$ cat config.mk
export PLATFORM = sky130hd
export DESIGN_NAME = baud_monitor
export DESIGN_NICKNAME = d
export VERILOG_FILES = /design/src/rtl/bm_pkg.sv /design/src/rtl/bm_edge_timer.sv /design/src/rtl/bm_min_window.sv /design/src/rtl/bm_refine.sv /design/src/rtl/bm_divider.sv /design/src/rtl/baud_monitor.sv
export SDC_FILE = /design/constraint.sdc
export NUM_CORES = 2
export LEC_CHECK = 0
export BUFFER_PORTS_ARGS = -buffer_cell sky130_fd_sc_hd__clkbuf_2
export CORE_MARGIN = 5
export CORE_UTILIZATION = 38
export DETAILED_ROUTE_END_ITERATION = 7
export HOLD_SLACK_MARGIN = 0.1
export PLACE_DENSITY_LB_ADDON = 0.3
export SLEW_MARGIN = 20
export SYNTH_ARGS = -nofsm -noshare
export SYNTH_HDL_FRONTEND = slang
export SYNTH_HIERARCHICAL = 1
export SYNTH_SLANG_ARGS = --single-unit
$ cat constraint.sdc
create_clock -name clk -period 8.95 [get_ports clk]
set_input_delay 0.4475 -clock clk [delete_from_list [all_inputs] [get_ports clk]]
set_output_delay 0.4475 -clock clk [all_outputs]
set_load 0.005 [all_outputs]
$ cat src/rtl/bm_pkg.sv
package bm_pkg;

  typedef enum logic {RF_IDLE, RF_COUNT} rf_state_e;

  // True when |meas - ref_p| * 100 exceeds pct * ref_p (no division used)
  function automatic logic off_tolerance(input logic [63:0] meas,
                                         input logic [63:0] ref_p,
                                         input logic [63:0] pct);
    logic [63:0] gap;
    gap = (meas > ref_p) ? (meas - ref_p) : (ref_p - meas);
    return (gap * 64'd100) > (ref_p * pct);
  endfunction

endpackage

$ cat src/rtl/bm_edge_timer.sv
module bm_edge_timer #(
  parameter int CNT_W = 32
) (
  input  logic             clk,
  input  logic             rst,
  input  logic             restart,
  input  logic             line_in,
  input  logic [CNT_W-1:0] timeout,
  output logic             iv_stb,
  output logic [CNT_W-1:0] iv_len,
  output logic             tmo
);

  logic [2:0]       sync_q;
  logic             line_edge;
  logic             armed;
  logic [CNT_W-1:0] cnt;

  // two synchronizer flops plus one history flop for edge detection
  always_ff @(posedge clk) begin
    if (rst) sync_q <= 3'b111;
    else     sync_q <= {sync_q[1:0], line_in};
  end

  assign line_edge = sync_q[2] ^ sync_q[1];

  always_ff @(posedge clk) begin
    if (rst || restart) begin
      armed  <= 1'b0;
      cnt    <= '0;
      iv_stb <= 1'b0;
      iv_len <= '0;
      tmo    <= 1'b0;
    end else begin
      iv_stb <= 1'b0;
      tmo    <= 1'b0;
      if (line_edge) begin
        armed <= 1'b1;
        cnt   <= CNT_W'(1);
        if (armed) begin          // first edge after restart only arms
          iv_stb <= 1'b1;
          iv_len <= cnt;
        end
      end else if (armed) begin
        if ((timeout != '0) && (cnt >= timeout)) begin
          tmo   <= 1'b1;          // quiet line
          armed <= 1'b0;
          cnt   <= '0;
        end else if (cnt != '1) begin
          cnt <= cnt + CNT_W'(1);
        end
      end
    end
  end

  // a reported interval is never empty
  p_interval_nonzero_r2: assert property (@(posedge clk) disable iff (rst)
    iv_stb |-> (iv_len != '0));

  // a counter past the limit must disarm on the next edge
  p_timeout_disarms_r9: assert property (@(posedge clk) disable iff (rst || restart)
    (armed && !line_edge && (timeout != '0) && (cnt >= timeout)) |=> (!armed && tmo));

endmodule

$ cat src/rtl/bm_min_window.sv
module bm_min_window #(
  parameter int CNT_W = 32,
  parameter int WIN   = 64
) (
  input  logic             clk,
  input  logic             rst,
  input  logic             restart,
  input  logic             iv_stb,
  input  logic [CNT_W-1:0] iv_len,
  output logic [CNT_W-1:0] ref_min,
  output logic             ref_ok,
  output logic             last_iv
);

  localparam int IDX_W = $clog2(WIN);

  logic [IDX_W-1:0] idx;
  logic [CNT_W-1:0] cur_min;
  logic [CNT_W-1:0] lo;

  assign last_iv = (idx == IDX_W'(WIN - 1));
  assign lo      = (iv_len < cur_min) ? iv_len : cur_min;

  always_ff @(posedge clk) begin
    if (rst || restart) begin
      idx     <= '0;
      cur_min <= '1;
      ref_min <= '0;
      ref_ok  <= 1'b0;
    end else if (iv_stb) begin
      if (last_iv) begin
        idx     <= '0;
        ref_min <= lo;            // published for use in the next window
        ref_ok  <= 1'b1;
        cur_min <= '1;
      end else begin
        idx     <= idx + IDX_W'(1);
        cur_min <= lo;
      end
    end
  end

  // the running minimum never exceeds an interval just seen
  p_min_tracks_r3: assert property (@(posedge clk) disable iff (rst || restart)
    (iv_stb && !last_iv) |=> (cur_min <= $past(iv_len)));

  // a published estimate is never zero
  p_ref_nonzero_r3: assert property (@(posedge clk) disable iff (rst)
    ref_ok |-> (ref_min != '0));

endmodule

$ cat src/rtl/bm_refine.sv
module bm_refine
  import bm_pkg::*;
#(
  parameter int CNT_W  = 32,
  parameter int MAXB   = 16,
  parameter int SPAN_W = 38,
  parameter int BITS_W = 11
) (
  input  logic              clk,
  input  logic              rst,
  input  logic              restart,
  input  logic              iv_stb,
  input  logic [CNT_W-1:0]  iv_len,
  input  logic [CNT_W-1:0]  ref_min,
  input  logic              ref_ok,
  input  logic              last_iv,
  output logic              div_go,
  output logic [SPAN_W-1:0] div_num,
  output logic [BITS_W-1:0] div_den
);

  localparam int NB_W = $clog2(MAXB + 2);

  rf_state_e         state;
  logic [CNT_W:0]    rem;
  logic [CNT_W-1:0]  step;
  logic [CNT_W-1:0]  cur_iv;
  logic [NB_W-1:0]   n;
  logic              is_last;
  logic [SPAN_W-1:0] span_acc;
  logic [BITS_W-1:0] bits_acc;
  logic              take;
  logic              can_step;
  logic [SPAN_W-1:0] span_nx;
  logic [BITS_W-1:0] bits_nx;

  always_comb begin
    can_step = (rem >= {1'b0, step}) && (n <= NB_W'(MAXB));
    take     = (n != '0) && (n <= NB_W'(MAXB));   // exclusion
    span_nx  = span_acc + (take ? SPAN_W'(cur_iv) : '0);
    bits_nx  = bits_acc + (take ? BITS_W'(n) : '0);
  end

  always_ff @(posedge clk) begin
    if (rst || restart) begin
      state    <= RF_IDLE;
      rem      <= '0;
      step     <= '0;
      cur_iv   <= '0;
      n        <= '0;
      is_last  <= 1'b0;
      span_acc <= '0;
      bits_acc <= '0;
      div_go   <= 1'b0;
      div_num  <= '0;
      div_den  <= '0;
    end else begin
      div_go <= 1'b0;
      case (state)
        RF_IDLE: begin
          if (iv_stb && ref_ok) begin
            // rounding by adding half the estimate before counting
            rem     <= {1'b0, iv_len} + (CNT_W+1)'(ref_min >> 1);
            step    <= ref_min;
            cur_iv  <= iv_len;
            n       <= '0;
            is_last <= last_iv;
            state   <= RF_COUNT;
          end
        end
        RF_COUNT: begin
          if (can_step) begin
            rem <= rem - {1'b0, step};
            n   <= n + NB_W'(1);
          end else begin
            state <= RF_IDLE;
            if (is_last) begin
              span_acc <= '0;
              bits_acc <= '0;
              if (bits_nx != '0) begin
                div_go  <= 1'b1;
                div_num <= span_nx;
                div_den <= bits_nx;
              end
            end else begin
              span_acc <= span_nx;
              bits_acc <= bits_nx;
            end
          end
        end
        default: state <= RF_IDLE;
      endcase
    end
  end

  // the bit counter is bounded one past the accepted maximum
  p_count_bounded_r3: assert property (@(posedge clk) disable iff (rst)
    (state == RF_COUNT) |-> (n <= NB_W'(MAXB + 1)));

  // a division is only requested with a nonzero bit total
  p_go_has_bits_r2: assert property (@(posedge clk) disable iff (rst)
    div_go |-> (div_den != '0));

endmodule

$ cat src/rtl/bm_divider.sv
module bm_divider #(
  parameter int NUM_W = 38,
  parameter int DEN_W = 11,
  parameter int QUO_W = 32
) (
  input  logic             clk,
  input  logic             rst,
  input  logic             restart,
  input  logic             go,
  input  logic [NUM_W-1:0] num,
  input  logic [DEN_W-1:0] den,
  output logic             done,
  output logic [QUO_W-1:0] quo
);

  localparam int K_W = $clog2(NUM_W + 1);

  logic             busy;
  logic [K_W-1:0]   k;
  logic [NUM_W-1:0] shreg;
  logic [DEN_W:0]   rem;
  logic [DEN_W-1:0] dv;
  logic [DEN_W:0]   rem_s;
  logic             ge;

  assign rem_s = {rem[DEN_W-1:0], shreg[NUM_W-1]};
  assign ge    = (rem_s >= {1'b0, dv});
  assign quo   = shreg[QUO_W-1:0];

  always_ff @(posedge clk) begin
    if (rst || restart) begin
      busy  <= 1'b0;
      done  <= 1'b0;
      k     <= '0;
      shreg <= '0;
      rem   <= '0;
      dv    <= '0;
    end else begin
      done <= 1'b0;
      if (go && !busy) begin
        busy  <= 1'b1;
        k     <= K_W'(NUM_W);
        shreg <= num;
        rem   <= '0;
        dv    <= den;
      end else if (busy) begin
        rem   <= ge ? (rem_s - {1'b0, dv}) : rem_s;
        shreg <= {shreg[NUM_W-2:0], ge};
        k     <= k - K_W'(1);
        if (k == K_W'(1)) begin
          busy <= 1'b0;
          done <= 1'b1;
        end
      end
    end
  end

  // partial remainder stays below the divisor throughout
  p_rem_below_den_r2: assert property (@(posedge clk) disable iff (rst)
    busy |-> (rem < {1'b0, dv}));

  // a new request never lands on a running division
  p_no_go_when_busy_r2: assert property (@(posedge clk) disable iff (rst)
    busy |-> !go);

endmodule

$ cat src/rtl/baud_monitor.sv
module baud_monitor
  import bm_pkg::*;
#(
  parameter int CNT_W   = 32,
  parameter int WIN     = 64,
  parameter int MAXB    = 16,
  parameter int TOL_PCT = 3
) (
  input  logic             clk,
  input  logic             rst,
  input  logic             line_in,
  input  logic             cfg_load,
  input  logic [CNT_W-1:0] cfg_period,
  input  logic [CNT_W-1:0] cfg_timeout,
  output logic [CNT_W-1:0] meas_period,
  output logic             meas_valid,
  output logic             rate_warn
);

  localparam int SPAN_W = CNT_W + $clog2(WIN);
  localparam int BITS_W = $clog2(WIN * MAXB + 1);

  logic [CNT_W-1:0]  cfg_q;
  logic [CNT_W-1:0]  tmo_lim;
  logic              restart;
  logic              tmo;
  logic              iv_stb;
  logic [CNT_W-1:0]  iv_len;
  logic [CNT_W-1:0]  ref_min;
  logic              ref_ok;
  logic              last_iv;
  logic              div_go;
  logic [SPAN_W-1:0] div_num;
  logic [BITS_W-1:0] div_den;
  logic              div_done;
  logic [CNT_W-1:0]  quo;

  assign restart = cfg_load | tmo;

  always_ff @(posedge clk) begin
    if (rst) begin
      cfg_q   <= '0;
      tmo_lim <= '0;
    end else if (cfg_load) begin
      cfg_q   <= cfg_period;
      tmo_lim <= cfg_timeout;
    end
  end

  bm_edge_timer #(.CNT_W(CNT_W)) u_timer (
    .clk(clk), .rst(rst), .restart(cfg_load), .line_in(line_in),
    .timeout(tmo_lim), .iv_stb(iv_stb), .iv_len(iv_len), .tmo(tmo)
  );

  bm_min_window #(.CNT_W(CNT_W), .WIN(WIN)) u_minwin (
    .clk(clk), .rst(rst), .restart(restart), .iv_stb(iv_stb),
    .iv_len(iv_len), .ref_min(ref_min), .ref_ok(ref_ok), .last_iv(last_iv)
  );

  bm_refine #(.CNT_W(CNT_W), .MAXB(MAXB), .SPAN_W(SPAN_W), .BITS_W(BITS_W)) u_refine (
    .clk(clk), .rst(rst), .restart(restart), .iv_stb(iv_stb), .iv_len(iv_len),
    .ref_min(ref_min), .ref_ok(ref_ok), .last_iv(last_iv),
    .div_go(div_go), .div_num(div_num), .div_den(div_den)
  );

  bm_divider #(.NUM_W(SPAN_W), .DEN_W(BITS_W), .QUO_W(CNT_W)) u_div (
    .clk(clk), .rst(rst), .restart(restart), .go(div_go),
    .num(div_num), .den(div_den), .done(div_done), .quo(quo)
  );

  always_ff @(posedge clk) begin
    if (rst || restart) begin
      meas_period <= '0;
      meas_valid  <= 1'b0;
      rate_warn   <= 1'b0;
    end else begin
      if (div_done) begin
        meas_period <= quo;
        meas_valid  <= 1'b1;
      end
      rate_warn <= meas_valid &&
                   off_tolerance(64'(meas_period), 64'(cfg_q), 64'(TOL_PCT));
    end
  end

  // no warning without a current measurement
  p_warn_needs_valid_r7: assert property (@(posedge clk) disable iff (rst)
    rate_warn |-> meas_valid);

  // reconfiguration clears the result on the next cycle
  p_load_clears_r8: assert property (@(posedge clk) disable iff (rst)
    cfg_load |=> (!meas_valid && !rate_warn && (meas_period == '0)));

  // a quiet-line timeout drops the valid flag
  p_timeout_clears_r9: assert property (@(posedge clk) disable iff (rst)
    tmo |=> (!meas_valid && !rate_warn));

  // once valid, the flag holds until a restart
  p_valid_holds_r4: assert property (@(posedge clk) disable iff (rst)
    (meas_valid && !restart) |=> meas_valid);

  // a valid period is never zero
  p_valid_nonzero_r2: assert property (@(posedge clk) disable iff (rst)
    meas_valid |-> (meas_period != '0));

endmodule

=== After elaboration in Yosys (flattened, before gate mapping) ===
Index checks and enable logic that the tools add are counted.

* Output and inout bits: 34
* Bits of input ports: 68
* Flip-flop bits (word level): 510

* Reduce and logical (&&, ||, !) cells: 30
* Equality and inequality tests: 5
* Multipliers: 2
* Magnitude comparators: 7
* Muxes and demuxes: 36
* $add $sub $neg: 11
* Bitwise operators: 8

{| class="wikitable"
|+ Operator list
! operator !! count
|-
| 32-bit 2-to-1 mux || 5
|-
| 38-bit 2-to-1 mux || 3
|-
| 33-bit 2-to-1 mux || 2
|-
| 33-bit case mux with 2 select lines || 1
|-
| 32-bit by 32-bit subtractor with 33-bit output || 2
|-
| 64-bit by 34-bit greater-than comparator with 1-bit output || 1
|-
| 64-bit by 5-bit multiplier with 62-bit output (second input constant) || 1
|-
| 64-bit 2-to-1 mux || 1
|-
| 38-bit adder || 1
|-
| 32-bit by 2-bit multiplier with 34-bit output (second input constant) || 1
|-
| 32-bit by 31-bit adder with 33-bit output || 1
|-
| 33-bit by 32-bit greater-or-equal comparator with 1-bit output || 1
|-
| 33-bit by 32-bit subtractor with 33-bit output || 1
|-
| 32-bit by 1-bit adder with 32-bit output (second input constant) || 1
|-
| 32-bit greater-or-equal comparator || 1
|-
| 32-bit greater-than comparator || 1
|-
| 32-bit < comparator || 1
|-
| 32-bit != test (second input constant) || 1
|-
| 32-bit nonzero test || 1
|-
| 11-bit 2-to-1 mux || 2
|-
| 6-bit 2-to-1 mux || 3
|-
| 5-bit 2-to-1 mux || 3
|-
| 1-bit 2-to-1 mux || 14
|-
| 2-bit AND reduction || 7
|-
| 27 further kinds || 43
|}

=== Logic depth before layout (Yosys ltp) ===
* Word-level depth: 6
* Gate-level depth with buffers: 43
* Mapped depth without buffers: 40

=== By module ===
The synthesis kept the hierarchy.

{| class="wikitable"
|+ Modules (own cells, without submodules)
! module !! area each (um2) !! cells an instance !! instances
|-
| bm_refine || 13,475.4 || 1,749 || 1
|-
| baud_monitor || 12,996.2 || 1,612 || 1
|-
| bm_min_window || 4,117.7 || 485 || 1
|-
| bm_edge_timer || 4,046.4 || 522 || 1
|-
| bm_divider || 3,698.5 || 457 || 1
|}

=== Least setup slack after synthesis ===
OpenSTA, ideal clock, no wires.

* Kind: register to register
* Start: register meas_period[26]
* End: register rate_warn
* Buffers on the path: 5
* Data arrival time: 7,690 ps
* Required time: 8,824 ps
* Path slack: 1,134 ps
* Cell stages (with the launch flop): 43
* Path through: dfxtp_1 > inv_1 > ha_1 > buf_4 > a21o_1 > a21o_1 > a21oi_1 > nor2_1 > o31a_1 > o21ba_1 > buf_4 > buf_4 > buf_4 > buf_2 > mux2i_1 > xnor2_1 > ha_1 > ha_1 > [7 not listed] > o21ai_1 > a41oi_1 > o21ai_0 > a21o_1 > a21oi_1 > o21ai_0 > a21oi_1 > xnor2_1 > ha_1 > nor2b_1 > o21ai_0 > o211ai_1 > a211oi_1 > a211oi_1 > a311oi_1 > o311ai_0 > and4b_1 > o211ai_1

* Cells in the longest elaborated chain, start to end: 5

{| class="wikitable"
|+ Ends and longest elaborated chain
! item !! RTL line !! source
|-
| start: declaration || baud_monitor.sv:15 || <nowiki>output logic [CNT_W-1:0] meas_period,</nowiki>
|-
| start signal: assignment || baud_monitor.sv:78 || <nowiki>meas_period <= quo;</nowiki>
|-
| 32-bit by 32-bit subtractor with 33-bit output or 32-bit greater-than comparator (tied branches) || bm_pkg.sv:10 || <nowiki>gap = (meas > ref_p) ? (meas - ref_p) : (ref_p - meas);</nowiki>
|-
| 64-bit 2-to-1 mux (*) || bm_pkg.sv:10 ||
|-
| 64-bit by 5-bit multiplier with 62-bit output (*) || bm_pkg.sv:11 || <nowiki>return (gap * 64'd100) > (ref_p * pct);</nowiki>
|-
| 64-bit by 34-bit greater-than comparator with 1-bit output (*) || bm_pkg.sv:11 ||
|-
| 1-bit logical AND (*) || baud_monitor.sv:81 || <nowiki>rate_warn <= meas_valid &&</nowiki>
|-
| end signal: assignment || baud_monitor.sv:81 ||
|-
| end: declaration || baud_monitor.sv:17 || <nowiki>output logic rate_warn</nowiki>
|}

Mark *: on every way between the ends. The rest lies on a longest branch, timed or not.
A chain may end at the register's enable or synchronous reset.

=== Final worst setup path ===
Same ends and word-level chain as after synthesis.

==> reports/summary.txt <==
CP most frequent cell: ha_1
Worst slew pin tran: 1100 ps
Yosys top cell by area: dfxtp_1
Crit Path Max Fanout: 22
Most frequent cells in the layout: 507 x dfxtp_1, 506 x a21oi_1, 487 x nor2_1
Status: finished, final reports clean
FF+latch area: 10200 µm²
First-pass GRT wire length: 174 mm
Synthesized area: 38300 µm²
Final hold slack: 152 ps
# setup viols final: 0
Slowest cell delay on critical path: 530 ps
Commonest non-fill, non-tap cell in the layout: dfxtp_1
Worst path slowest cell: fa_1
Core Rows: 116
Core Area: 100000 µm²
Worst rel slew slack: 26.9%
CTS tree: done
Clock root cell: clkbuf_16
IR drop worst, VDD: 0.000229 V
H-tree levels: 2
Fin. max-slew vios: 0
Switch Pwr: 3.30 mW
Die Ht: 328 µm
Syn_nets: 5341
Final period util: 94.2%
Die area: 107000 µm²
Multi-input logic area: 25500 µm²
Switching Share: 38.0%
Grt ovf: 0
Unique masters post-synth: 109
Share of layout cells above drive strength 1: 7.92%
Top cells by area, synth: dfxtp_1 27%, ha_1 13%, a21oi_1 6.6%, mux2i_1 6.3%, nor2_1 4.8%
Boundary Pins: 102
Initial DRT Pass Iterations: 5
Number of buffers created by CTS: 56
Worst Hold Class: in2reg
Worst setup SP type: flip-flop
Final #Nets: 5355
Final Hold Viols: 0
DR WL/cell: 17.9 µm
Number of nets with antenna violations after routing: 0
Clock power share: 28.3%
Worst-Skew Late Latency: 650 ps
Post-detail-place hpwl: 82.7 mm
YS warnings: 6
Clock Skew: 38.7 ps
Mapped Avg Cell Area: 7.94 µm²
Comb power frac: 45.1%
Async SR Flop Fraction: 0%
Post-synth top area share: 26.6%
FMAX: 119 MHz
Post-route DRC: 0
Initial Util: 38.3%
Fillers: 10200
Sequential Power Share: 26.6%
Placer Congestion: 0.947
Arr. time, crit path: 8940 ps
Synth Register Bits: 510
Vias per inst: 5.48
Top_reg_cell synth: dfxtp_1
Sink Count: 510
Max-Cap Viols: 0
Seq/Total Area, Yosys: 26.6%
Gr usage total: 19.6%
Ant. Diodes: 0
WL final: 111 mm
Critical Path RT: 9460 ps
Pwr/cell area: 205 nW/µm²
Crit path kind: reg2reg
RSZ-0062 raised after global routing: no
Largest net degree at the start of global routing: 168
Area Growth Syn to Fin: 10.6%
Static Leak: 17.9 nW
Min Tclk post-route: 8430 ps
EDFF count, synth: 0
Setup TNS: 0 ps
Port buffer count: 101
Initial antenna violation count: 2
Clock buffer depth: 3
Clk pin slew, worst setup/hold paths: 70 ps
Pint: 5.39 mW
DR vias: 33886
Vias in the first global route: 31492
Die Wd: 328 µm
Syn Inst Count: 4825
Setup crit end kind: flip-flop
DR iter-0 viols: 2164
[registers in the layout, summed over array words and instances (netlist names), 3 cells and up]
register,cells
u_refine/cur_iv,32
u_div/shreg,38
u_minwin/idx,6
u_timer/cnt,32
u_refine/n,5
u_refine/span_acc,38
u_timer/iv_len,32
u_minwin/cur_min,32
cfg_q,32
u_div/k,6
u_div/dv,11
u_refine/bits_acc,11
u_timer/sync_q,3
meas_period,32
u_refine/div_num,38
tmo_lim,32
u_refine/div_den,11
u_div/rem,11
u_refine/rem,33
u_refine/step,32
u_minwin/ref_min,32
[area by class of cell]
class / count / share of cell area [%]
repair buffers: 235 / 3.98
clock buffers: 72 / 3.68
multi-input cells: 3650 / 60.1
inverters: 386 / 3.42
clock inverters: 31 / 0.935
well taps: 1298 / 3.83
flip-flops and latches: 510 / 24.1
[what timing repair did]
item | CTS | global route
endpoints found under the setup margin | 0 | 1
hold buffers | 60 | 0
hold endpoints to repair | 60 | 0
buffers inserted | 0 | 2
resized for setup | 0 | 29
[metal layers]
| metal | wire (µm) | track usage, % | vias up |
|---|---|---|---|
| met1 | 51000 | 26.5 | 15892 |
| met5 | 13 | 0 | - |
| met4 | 3790 | 6.50 | 2 |
| met2 | 50400 | 32.2 | 748 |
| li1 | - | - | 17066 |
| met3 | 5390 | 2.81 | 178 |
[Yosys cell counts, types with 10 or more instances]
| cell type | n |
|---|---|
| o31ai_1 | 10 |
| o2111ai_1 | 38 |
| a31oi_1 | 40 |
| nor2b_1 | 27 |
| or3_1 | 27 |
| o21ai_1 | 14 |
| ha_1 | 410 |
| o22ai_1 | 14 |
| xnor2_1 | 132 |
| a211o_1 | 11 |
| and2_1 | 63 |
| a22o_1 | 13 |
| inv_1 | 383 |
| nor3_1 | 80 |
| a21oi_1 | 507 |
| xor2_1 | 74 |
| o211ai_1 | 27 |
| and4_1 | 13 |
| or2_2 | 16 |
| a32oi_1 | 33 |
| buf_4 | 50 |
| nand4_1 | 107 |
| mux2i_1 | 241 |
| a21o_1 | 108 |
| o21a_1 | 31 |
| nand3b_1 | 12 |
| nand3_1 | 107 |
| buf_2 | 47 |
| a211oi_1 | 49 |
| nand2_1 | 426 |
| nand2b_1 | 29 |
| buf_6 | 13 |
| clkbuf_1 | 137 |
| o21ai_0 | 166 |
| o21bai_1 | 54 |
| fa_1 | 38 |
| dfxtp_1 | 510 |
| and3_1 | 35 |
| buf_1 | 28 |
| nor4_1 | 20 |
| nor2_1 | 492 |
[cell families after synthesis]
logic type	Yosys count	synth area share, %
AO/OA/AOI/OAI	1250	21.0
XOR/XNOR	206	4.71
adder cells (fa/ha/maj)	448	15.4
buffers and inverters	665	7.47
flip-flops	510	26.6
multiplexers	250	6.57
AND/OR/NAND/NOR	1496	18.2
[power by group through the flow]
stage	registers, mW	clock network (mW)	logic, mW
after floorplan	2.35	0	2.98
after global placement	2.36	0	3.77
after detailed placement	2.36	0	3.80
after CTS	2.31	2.53	3.86
after global routing	2.31	2.62	4.42
final	2.31	2.46	3.93
[stage by stage]
| stage | worst slack (ps) | instance area (µm²) | total power [mW] | std cells | util, % |
|---|---|---|---|---|---|
| floorplan | 1130 | 38300 | 5.34 | 4825 | - |
| global placement | 378 | 39700 | 6.13 | 6016 | 39.6 |
| detailed placement | 136 | 39700 | 6.16 | 6016 | 39.6 |
| CTS | 106 | 42200 | 8.70 | 6179 | 42.2 |
| global route | 2.32 | 42400 | 9.35 | 6182 | 42.4 |
| finish | 517 | 42400 | 8.70 | 6182 | 42.4 |
[final timing paths]
path	start	to	slack, ps	depth (start not counted)
hold reg to reg	u_timer/sync_q[0]$_SDFF_PP1_	u_timer/sync_q[1]$_SDFF_PP1_	430	1
hold / removal	cfg_period[6]	cfg_q[6]$_SDFFE_PP0P_	150	3
setup reg to reg	meas_period[26]$_SDFFE_PP0P_	rate_warn$_SDFF_PP0_	520	35
setup / recovery	meas_period[26]$_SDFFE_PP0P_	rate_warn$_SDFF_PP0_	520	35
[worst max-delay path: cells and delay by family, from the launching register on]
| family | cells | cell delay, ps |
|---|---|---|
| muxes | 1 | 390 |
| and+or+nand+nor | 8 | 1770 |
| buffers and inverters | 5 | 770 |
| AOI/OAI and AO/OA | 13 | 2340 |
| adders and majority gates | 6 | 2230 |
| DFF | 1 | 390 |
| xor gates and xnor gates | 2 | 410 |
No activity file was read; power rests on OpenSTA's default activity.
